==> config.mk <==
export PLATFORM = sky130hd
export DESIGN_NAME = lspwm_arm
export DESIGN_NICKNAME = d
export VERILOG_FILES = /design/src/rtl/lspwm_pkg.sv /design/src/rtl/lspwm_timebase.sv /design/src/rtl/lspwm_reference.sv /design/src/rtl/lspwm_compare.sv /design/src/rtl/lspwm_deadtime.sv /design/src/rtl/lspwm_arm.sv
export SDC_FILE = /design/constraint.sdc
export NUM_CORES = 1
export LEC_CHECK = 0
export ABC_CLOCK_PERIOD_IN_PS = 57600
export BUFFER_PORTS_ARGS = -buffer_cell sky130_fd_sc_hd__clkbuf_2
export CORE_MARGIN = 10
export CORE_UTILIZATION = 60
export CTS_BUF_LIST = sky130_fd_sc_hd__clkbuf_8 sky130_fd_sc_hd__clkbuf_16
export DETAILED_ROUTE_END_ITERATION = 10
export PLACE_DENSITY = 0.77
export SYNTH_ARGS = -nofsm -noshare
export SYNTH_HDL_FRONTEND = slang
export SYNTH_SLANG_ARGS = --single-unit
==> constraint.sdc <==
create_clock -name clk -period 57.6 [get_ports clk]
set_input_delay 5.76 -clock clk [delete_from_list [all_inputs] [get_ports clk]]
set_output_delay 5.76 -clock clk [all_outputs]
set_load 0.01 [all_outputs]
==> src/rtl/lspwm_pkg.sv <==
package lspwm_pkg;

    typedef enum logic [1:0] {
        LEG_OFF = 2'd0,
        LEG_UP  = 2'd1,
        LEG_DN  = 2'd2
    } leg_e;

    function automatic int cw(input int n);
        return (n > 1) ? $clog2(n) : 1;
    endfunction

endpackage

==> src/rtl/lspwm_timebase.sv <==
module lspwm_timebase #(
    parameter int CW      = 10,
    parameter int PW      = 8,
    parameter int NSM     = 6,
    parameter int CAR_DIV = 326,
    parameter int PH_DIV  = 7812,
    parameter int ROT_DIV = 4000000
) (
    input  logic                         clk,
    input  logic                         rst_n,
    input  logic                         en,
    output logic [CW-1:0]                car_o,
    output logic [PW-1:0]                ph_o,
    output logic [lspwm_pkg::cw(NSM)-1:0] rot_o
);
    localparam int CDW  = lspwm_pkg::cw(CAR_DIV);
    localparam int PDW  = lspwm_pkg::cw(PH_DIV);
    localparam int RDW  = lspwm_pkg::cw(ROT_DIV);
    localparam int RIW  = lspwm_pkg::cw(NSM);
    localparam int CMAX = (2 ** CW) - 1;

    typedef struct packed {
        logic [CW-1:0]  car;
        logic           up;
        logic [CDW-1:0] cdiv;
        logic [PW-1:0]  ph;
        logic [PDW-1:0] pdiv;
        logic [RIW-1:0] rot;
        logic [RDW-1:0] rdiv;
        logic           pend;
    } tb_st_t;

    function automatic tb_st_t idle_st();
        tb_st_t s;
        s    = '0;
        s.up = 1'b1;
        return s;
    endfunction

    tb_st_t s_q, s_d;
    logic   step, pstep, valley;

    always_comb begin
        s_d    = s_q;
        step   = (s_q.cdiv == CDW'(CAR_DIV - 1));
        pstep  = (s_q.pdiv == PDW'(PH_DIV - 1));
        valley = step && (s_q.car == '0);

        // carrier divider and up/down count
        if (step) begin
            s_d.cdiv = '0;
            if (s_q.up) begin
                if (s_q.car == CW'(CMAX)) begin
                    s_d.up  = 1'b0;
                    s_d.car = CW'(CMAX - 1);
                end else begin
                    s_d.car = s_q.car + 1'b1;
                end
            end else begin
                if (s_q.car == '0) begin
                    s_d.up  = 1'b1;
                    s_d.car = CW'(1);
                end else begin
                    s_d.car = s_q.car - 1'b1;
                end
            end
        end else begin
            s_d.cdiv = s_q.cdiv + 1'b1;
        end

        // reference phase
        if (pstep) begin
            s_d.pdiv = '0;
            s_d.ph   = s_q.ph + 1'b1;
        end else begin
            s_d.pdiv = s_q.pdiv + 1'b1;
        end

        // rotation: timer arms a request, the valley applies it
        if (s_q.pend) begin
            s_d.rdiv = '0;
            if (valley) begin
                s_d.pend = 1'b0;
                s_d.rot  = (s_q.rot == RIW'(NSM - 1)) ? '0 : s_q.rot + 1'b1;
            end
        end else if (s_q.rdiv == RDW'(ROT_DIV - 1)) begin
            s_d.rdiv = '0;
            s_d.pend = 1'b1;
        end else begin
            s_d.rdiv = s_q.rdiv + 1'b1;
        end

        if (!en) begin
            s_d = idle_st();
        end
    end

    always_ff @(posedge clk or negedge rst_n) begin
        if (!rst_n) begin
            s_q <= idle_st();
        end else begin
            s_q <= s_d;
        end
    end

    assign car_o = s_q.car;
    assign ph_o  = s_q.ph;
    assign rot_o = s_q.rot;

endmodule

==> src/rtl/lspwm_reference.sv <==
module lspwm_reference #(
    parameter int CW  = 10,
    parameter int PW  = 8,
    parameter int MW  = 8,
    parameter int NSM = 6,
    parameter int RW  = 13
) (
    input  logic [PW-1:0] ph,
    input  logic [MW-1:0] mod_idx,
    output logic [RW-1:0] ref_o
);
    localparam int Q     = 2 ** (PW - 2);
    localparam int XW    = PW - 1;
    localparam int HALF  = (NSM * (2 ** CW)) / 2;
    localparam int MFULL = (2 ** MW) - 1;
    localparam int DIVC  = Q * Q * MFULL;
    localparam int PRW   = 2 * PW + RW + MW;

    logic [PW-3:0]  idx;
    logic [XW-1:0]  x;
    logic [PRW-1:0] shape, prod, scaled;
    logic           neg;

    always_comb begin
        idx    = ph[PW-3:0];
        neg    = ph[PW-1];
        x      = ph[PW-2] ? (XW'(Q) - {1'b0, idx}) : {1'b0, idx};
        // parabolic quarter-wave, peak Q*Q at x = Q
        shape  = PRW'(x) * (PRW'(2 * Q) - PRW'(x));
        prod   = shape * PRW'(HALF) * PRW'(mod_idx);
        scaled = prod / PRW'(DIVC);
        ref_o  = neg ? (RW'(HALF) - RW'(scaled)) : (RW'(HALF) + RW'(scaled));
    end

endmodule

==> src/rtl/lspwm_compare.sv <==
module lspwm_compare #(
    parameter int CW  = 10,
    parameter int NSM = 6,
    parameter int RW  = 13
) (
    input  logic                          clk,
    input  logic                          rst_n,
    input  logic                          en,
    input  logic [CW-1:0]                 car,
    input  logic [RW-1:0]                 ref_lvl,
    input  logic [lspwm_pkg::cw(NSM)-1:0] rot,
    output logic [NSM-1:0]                want_o,
    output logic [$clog2(NSM+1)-1:0]      cnt_o
);
    localparam int RIW  = lspwm_pkg::cw(NSM);
    localparam int CNTW = $clog2(NSM + 1);

    typedef struct packed {
        logic [NSM-1:0]  want;
        logic [CNTW-1:0] cnt;
    } cmp_st_t;

    cmp_st_t        s_q, s_d;
    logic [NSM-1:0] below;
    logic [RIW-1:0] jj;

    always_comb begin
        s_d   = '0;
        below = '0;
        jj    = '0;
        for (int k = 0; k < NSM; k++) begin
            below[k] = ref_lvl > ((RW'(k) << CW) | RW'(car));
            s_d.cnt  = s_d.cnt + CNTW'(below[k]);
        end
        for (int i = 0; i < NSM; i++) begin
            int j;
            j = i + int'(rot);
            if (j >= NSM) begin
                j = j - NSM;
            end
            jj          = RIW'(j);
            s_d.want[i] = below[jj];
        end
        if (!en) begin
            s_d = '0;
        end
    end

    always_ff @(posedge clk or negedge rst_n) begin
        if (!rst_n) begin
            s_q <= '0;
        end else begin
            s_q <= s_d;
        end
    end

    assign want_o = s_q.want;
    assign cnt_o  = s_q.cnt;

endmodule

==> src/rtl/lspwm_deadtime.sv <==
module lspwm_deadtime #(
    parameter int DT_CYC = 20
) (
    input  logic clk,
    input  logic rst_n,
    input  logic en,
    input  logic want,
    output logic up_o,
    output logic dn_o
);
    import lspwm_pkg::*;

    localparam int DTW = lspwm_pkg::cw(DT_CYC + 1);

    typedef struct packed {
        leg_e           st;
        logic [DTW-1:0] cnt;
    } dt_st_t;

    dt_st_t s_q, s_d;

    always_comb begin
        s_d = s_q;
        case (s_q.st)
            LEG_UP: begin
                if (!want) begin
                    s_d.st  = LEG_OFF;
                    s_d.cnt = '0;
                end
            end
            LEG_DN: begin
                if (want) begin
                    s_d.st  = LEG_OFF;
                    s_d.cnt = '0;
                end
            end
            default: begin
                if (s_q.cnt == DTW'(DT_CYC - 1)) begin
                    s_d.st = want ? LEG_UP : LEG_DN;
                end else begin
                    s_d.cnt = s_q.cnt + 1'b1;
                end
            end
        endcase
        if (!en) begin
            s_d = '0;
        end
    end

    always_ff @(posedge clk or negedge rst_n) begin
        if (!rst_n) begin
            s_q <= '0;
        end else begin
            s_q <= s_d;
        end
    end

    assign up_o = (s_q.st == LEG_UP);
    assign dn_o = (s_q.st == LEG_DN);

endmodule

==> src/rtl/lspwm_arm.sv <==
module lspwm_arm #(
    parameter int NSM     = 6,
    parameter int CW      = 10,
    parameter int PW      = 8,
    parameter int MW      = 8,
    parameter int CAR_DIV = 326,
    parameter int PH_DIV  = 7812,
    parameter int ROT_DIV = 4000000,
    parameter int DT_CYC  = 20
) (
    input  logic                     clk,
    input  logic                     rst_n,
    input  logic                     en,
    input  logic [MW-1:0]            mod_idx,
    output logic [NSM-1:0]           gate_up,
    output logic [NSM-1:0]           gate_dn,
    output logic [$clog2(NSM+1)-1:0] ins_cnt
);
    localparam int RIW  = lspwm_pkg::cw(NSM);
    localparam int CNTW = $clog2(NSM + 1);
    localparam int RW   = $clog2(NSM * (2 ** CW) + 1);

    logic [CW-1:0]  car;
    logic [PW-1:0]  ph;
    logic [RIW-1:0] rot_idx;
    logic [RW-1:0]  ref_lvl;
    logic [NSM-1:0] want;

    lspwm_timebase #(
        .CW(CW), .PW(PW), .NSM(NSM),
        .CAR_DIV(CAR_DIV), .PH_DIV(PH_DIV), .ROT_DIV(ROT_DIV)
    ) u_tb (
        .clk(clk), .rst_n(rst_n), .en(en),
        .car_o(car), .ph_o(ph), .rot_o(rot_idx)
    );

    lspwm_reference #(
        .CW(CW), .PW(PW), .MW(MW), .NSM(NSM), .RW(RW)
    ) u_ref (
        .ph(ph), .mod_idx(mod_idx), .ref_o(ref_lvl)
    );

    lspwm_compare #(
        .CW(CW), .NSM(NSM), .RW(RW)
    ) u_cmp (
        .clk(clk), .rst_n(rst_n), .en(en),
        .car(car), .ref_lvl(ref_lvl), .rot(rot_idx),
        .want_o(want), .cnt_o(ins_cnt)
    );

    for (genvar gi = 0; gi < NSM; gi++) begin : g_leg
        lspwm_deadtime #(
            .DT_CYC(DT_CYC)
        ) u_dt (
            .clk(clk), .rst_n(rst_n), .en(en),
            .want(want[gi]),
            .up_o(gate_up[gi]), .dn_o(gate_dn[gi])
        );
    end

endmodule

---- Yosys cells after proc, flatten, opt, wreduce, memory -nomap -nowiden ----
Cells that the tools add are included.
storage, ports and cells
  output and inout port bits .............. 15
  bits of input ports ..................... 11
  logic and storage cells ................. 223
  register bits ........................... 118
operators by class
  reductions and logical operators ........ 15
  mux-type cells .......................... 80
  add/sub/neg operators ................... 33
  divide/modulo/power cells ............... 1
  multipliers ............................. 3
  magnitude comparators ................... 18
  equal/unequal tests ..................... 51
operators with widths
  operator                number
  $mux 7                  19
  $pmux 7 s2              6
  $mux 67                 1
  $div 37x20->37 const B  1
  $mul 37x2->27 const B   1
  $mul 7x37->37           1
  $ne 3x3->1 const B      12
  $reduce_and 3->1        12
  $add 5x1->5 const B     6
  $eq 5x5->1 const B      6
  $mux 5                  6
  $mul 27x8->27           1
  $mux 3                  9
  $gt 13x12->1            2
  $gt 13x13->1            2
  $mux 13                 2
  $lt 3x4->1 const B      6
  $mux 2                  12
  $ne 4x1->1 const B      6
  $ne 4x2->1 const B      6
  $mux 23                 1
  $add 22x1->22 const B   1
  $eq 22x22->1 const B    1
  $mux 11                 2
  other kinds (36)        79

---- Longest topological paths before layout ----
  depth in word-level cells ............... 16
  mapped depth ............................ 117
  depth with buffers taken out ............ 110

---- Cells and area by module ----
From an unflattened synthesis, not the netlist that was laid out.
unflattened totals
  cell total of the unflattened synthesis .. 2582
  area total of the unflattened synthesis .. 21026.4 um2
by module, submodules not included
  module           area each (um2)  seq. area each (um2)  times used  cells each
  lspwm_reference  12941.2          0.0                   1           1683
  lspwm_timebase   3786.1           1677.9                1           415
  lspwm_deadtime   501.7            175.2                 6           54
  lspwm_compare    1288.7           225.2                 1           160

---- Least setup slack after synthesis ----
Ideal clock, no wire load.
  path type ............................... reg-to-reg
  start ................................... register u_tb.s_q, in the netlist u_tb.ph_o[0]
  end ..................................... register u_cmp.s_q, in the netlist u_cmp.cnt_o[1]
  required time ........................... 57528 ps
  path buffers ............................ 2
  clock period less this slack ............ 25128 ps
  path slack .............................. 32472 ps
  cell stages (with the launch flop) ...... 106
  setup time .............................. 72 ps
  arrival ................................. 25056 ps
  path through ............................ dfrtp_1 -> clkinv_1 -> ha_1 -> clkbuf_1 -> clkinv_1 -> nand2_1 -> xor2_1 -> inv_1 -> ha_1 -> or2_2 -> fa_1 -> fa_1 -> inv_1 -> fa_1 -> inv_1 -> fa_1 -> inv_1 -> ha_1 -> [... 70 more ...] -> o21a_1 -> o21ai_0 -> nand2b_1 -> a21oi_1 -> nor2b_1 -> o21ai_0 -> nand2b_1 -> a21oi_1 -> nor2b_1 -> o32a_1 -> nor2_1 -> nand2_1 -> ha_1 -> fa_1 -> fa_1 -> inv_1 -> fa_1 -> nor2_1
RTL lines
  item                    RTL line               RTL
  start, declared         lspwm_timebase.sv:40   tb_st_t s_q, s_d;
  start signal, assigned  lspwm_timebase.sv:100  s_q <= idle_st();
  end signal, assigned    lspwm_compare.sv:51    s_q <= '0;
  end signal, assigned    lspwm_compare.sv:53    s_q <= s_d;
  end, declared           lspwm_compare.sv:23    cmp_st_t s_q, s_d;

==> flow_summary.json <==
{
  "avgSynthCellArea_um2": 8.090,
  "synthCells": 2432,
  "grt_pass1_vias": 17237,
  "report.final.slew_viol_count": 0,
  "layout.nets": 2706,
  "layout_min_cycle_time_ns": 29.20,
  "wl_um": 47460,
  "required_ns": 57.92,
  "wl_met2_um": 23590,
  "layout_commonest_cell": "nand2_1",
  "die_width_um": 201.1,
  "cts_num_sinks": 118,
  "grt_max_degree": 77,
  "rsz0062_at_grt": "no",
  "grt_usage": 0.2306,
  "pin_count": 26,
  "slowest_stage": "nor4_2",
  "layout-drive-gt1-share": 0.07237,
  "async_flop_share": 1.000,
  "dpl.hpwl_um": 37510,
  "firstDrtPassIters": 8,
  "syn_to_final_growth_pct": 4.814,
  "cp_max_fo": 20,
  "diodes": 0,
  "dr_wl_met3_um": 2053,
  "crit_path_start_kind": "register",
  "grt-ovfl-total": 0,
  "end_kind": "register",
  "dieArea_um2": 40440,
  "status": "finished clean",
  "fmax_ghz": 0.03425,
  "clock-skew-final_ns": 0.007502,
  "grt_pass1_wl_um": 81450,
  "slew-limit-headroom": 0.3174,
  "synth_edf_count": 0,
  "ys_ff_latch": 118,
  "fin_crit_sh": 0.5069,
  "cts_setup_buffers": 0,
  "initial_core_util": 0.6063,
  "cp.arrival_ns": 29.52,
  "hp-class": "register to register",
  "synth_area_um2": 19680,
  "cts-root-buf": "clkbuf_16",
  "ctsLongestPathBuffers": 2,
  "max_stage_delay_ns": 0.86,
  "io_buffers": 25,
  "drtIter0Drc": 1379,
  "postCtsHoldBufs": 0,
  "insertion_delay_ns": 0.41,
  "final_cell_mix": "nand2_1, inv_1, nor2_1",
  "hold_viol_final": 0,
  "cp_common_cell": "fa_1",
  "postCtsResizedCells": 0,
  "wl_per_cell_um": 16.59,
  "vias_per_cell": 6.174,
  "tns_ns": 0,
  "finalSetupViolCount": 0,
  "antenna_found_initial": 0,
  "yosysSeqAreaShare": 0.1501,
  "globalplace.congestion": 0.9536,
  "ys_types": 134,
  "max_slew.worst_pin.slew_ns": 1.019,
  "die_h_um": 201.1,
  "core_area_um2": 32450,
  "synth_ff_type": "dfrtp_1",
  "rows": 66,
  "cts_tree": "yes",
  "htree_levels": 4,
  "drc": 0,
  "ys_warn_count": 0,
  "final_antenna_net_count": 0,
  "clk_pin_slew_worst_paths_ns": 0.06,
  "vias": 17659,
  "drv_cap": 0,
  "drt-met1-wl_um": 20890,
  "cts_buffers": 17,
  "criticalPathCategory": "register to register",
  "top_layer": "met4"
}
[through the flow]
| step | std cells | instance area (µm²) | hold slack (ns) | worst slack [ns] | utilization |
|---|---|---|---|---|---|
| floorplan | 2438 | 19700 | 0.4473 | 32.47 | - |
| global placement | 2828 | 20010 | 0.4708 | 29.75 | 0.6165 |
| detailed placement | 2828 | 20010 | 0.4948 | 28.94 | 0.6165 |
| CTS | 2860 | 20620 | 0.5044 | 28.85 | 0.6354 |
| global route | 2860 | 20620 | 0.5268 | 26.42 | 0.6354 |
| finish | 2860 | 20620 | 0.5043 | 28.40 | 0.6354 |
[worst paths after layout]
path                                      start              endpoint  slack, ns  cells after the start
worst max register to register     u_tb.ph_o[0]        u_cmp.cnt_o[1]      28.40                    105
min in group asynchronous                 rst_n          u_tb.s_q[47]       5.32                      1
worst min register to register  u_cmp.want_o[4]  g_leg[4].u_dt.s_q[6]       0.50                      1
worst max-delay path               u_tb.ph_o[0]        u_cmp.cnt_o[1]      28.40                    105
worst min-delay path            u_cmp.want_o[4]  g_leg[4].u_dt.s_q[6]       0.50                      1
max in group asynchronous                 rst_n  g_leg[5].u_dt.s_q[5]      50.92                      2
[state kept, by name, summed over array words and instances, names as in the netlist]
signal / flops
u_cmp.cnt_o: 3
u_tb.s_q: 46
u_tb.car_o: 10
u_cmp.want_o: 6
u_tb.rot_o: 3
u_tb.ph_o: 8
g_leg.u_dt.s_q: 42
[layout make-up]
cell class	count	area, µm²
Fill cell	2788	11830
Inverter	217	814.5
Timing Repair Buffer	29	157.7
Clock buffer	18	439.2
Sequential cell	118	2954
Multi-Input combinational cell	2022	15530
Clock inverter	14	175.2
Tap cell	442	553.0
[synthesized netlist by cell type (32+ instances only)]
master / number / share of area
clkbuf_1: 47 / 0.0090
and3_1: 51 / 0.016
nand3_1: 91 / 0.023
inv_1: 212 / 0.040
a31oi_1: 39 / 0.012
ha_1: 156 / 0.099
fa_1: 134 / 0.14
dfrtp_1: 117 / 0.15
a21oi_1: 111 / 0.028
nor2_1: 203 / 0.039
nand4_1: 32 / 0.010
nor3_1: 52 / 0.013
a21o_1: 43 / 0.016
xnor2_1: 65 / 0.029
xor2_1: 79 / 0.035
o21ai_0: 131 / 0.033
nand2_1: 236 / 0.045
and2_1: 112 / 0.036
[cell families (layout without fill, tap and decap cells)]
family                   count (synthesis)  in the layout  synth area share
buffers and inverters                  298            278           0.06175
multiplexers                            17             17          0.009539
adder cells (fa/ha/maj)                298            298            0.2397
AO/OA/AOI/OAI                          596            596            0.2154
other                                    2              8         0.0003817
XOR/XNOR                               149            149           0.06824
AND/OR/NAND/NOR                        954            954            0.2548
flip-flops                             118            118            0.1501
[critical path, delay by kind of cell (launching register included)]
kind	cells	cell delay, ns
simple gates	31	7.73
buf+inv	11	1.31
mux	1	0.24
flops	1	0.75
xor+xnor	4	1.40
fa+ha+maj	19	8.01
compound gates	39	9.64
[per-layer routing]
layer	global-route usage	vias to the layer above
met5	0	-
met4	0.06735	0
met3	0.02259	72
met2	0.3981	527
met1	0.2992	8541
li1	-	8519
Power is left out: the tool's default activity adds up to more than one toggle a clock period on the data nets, which glitch-free logic cannot reach.
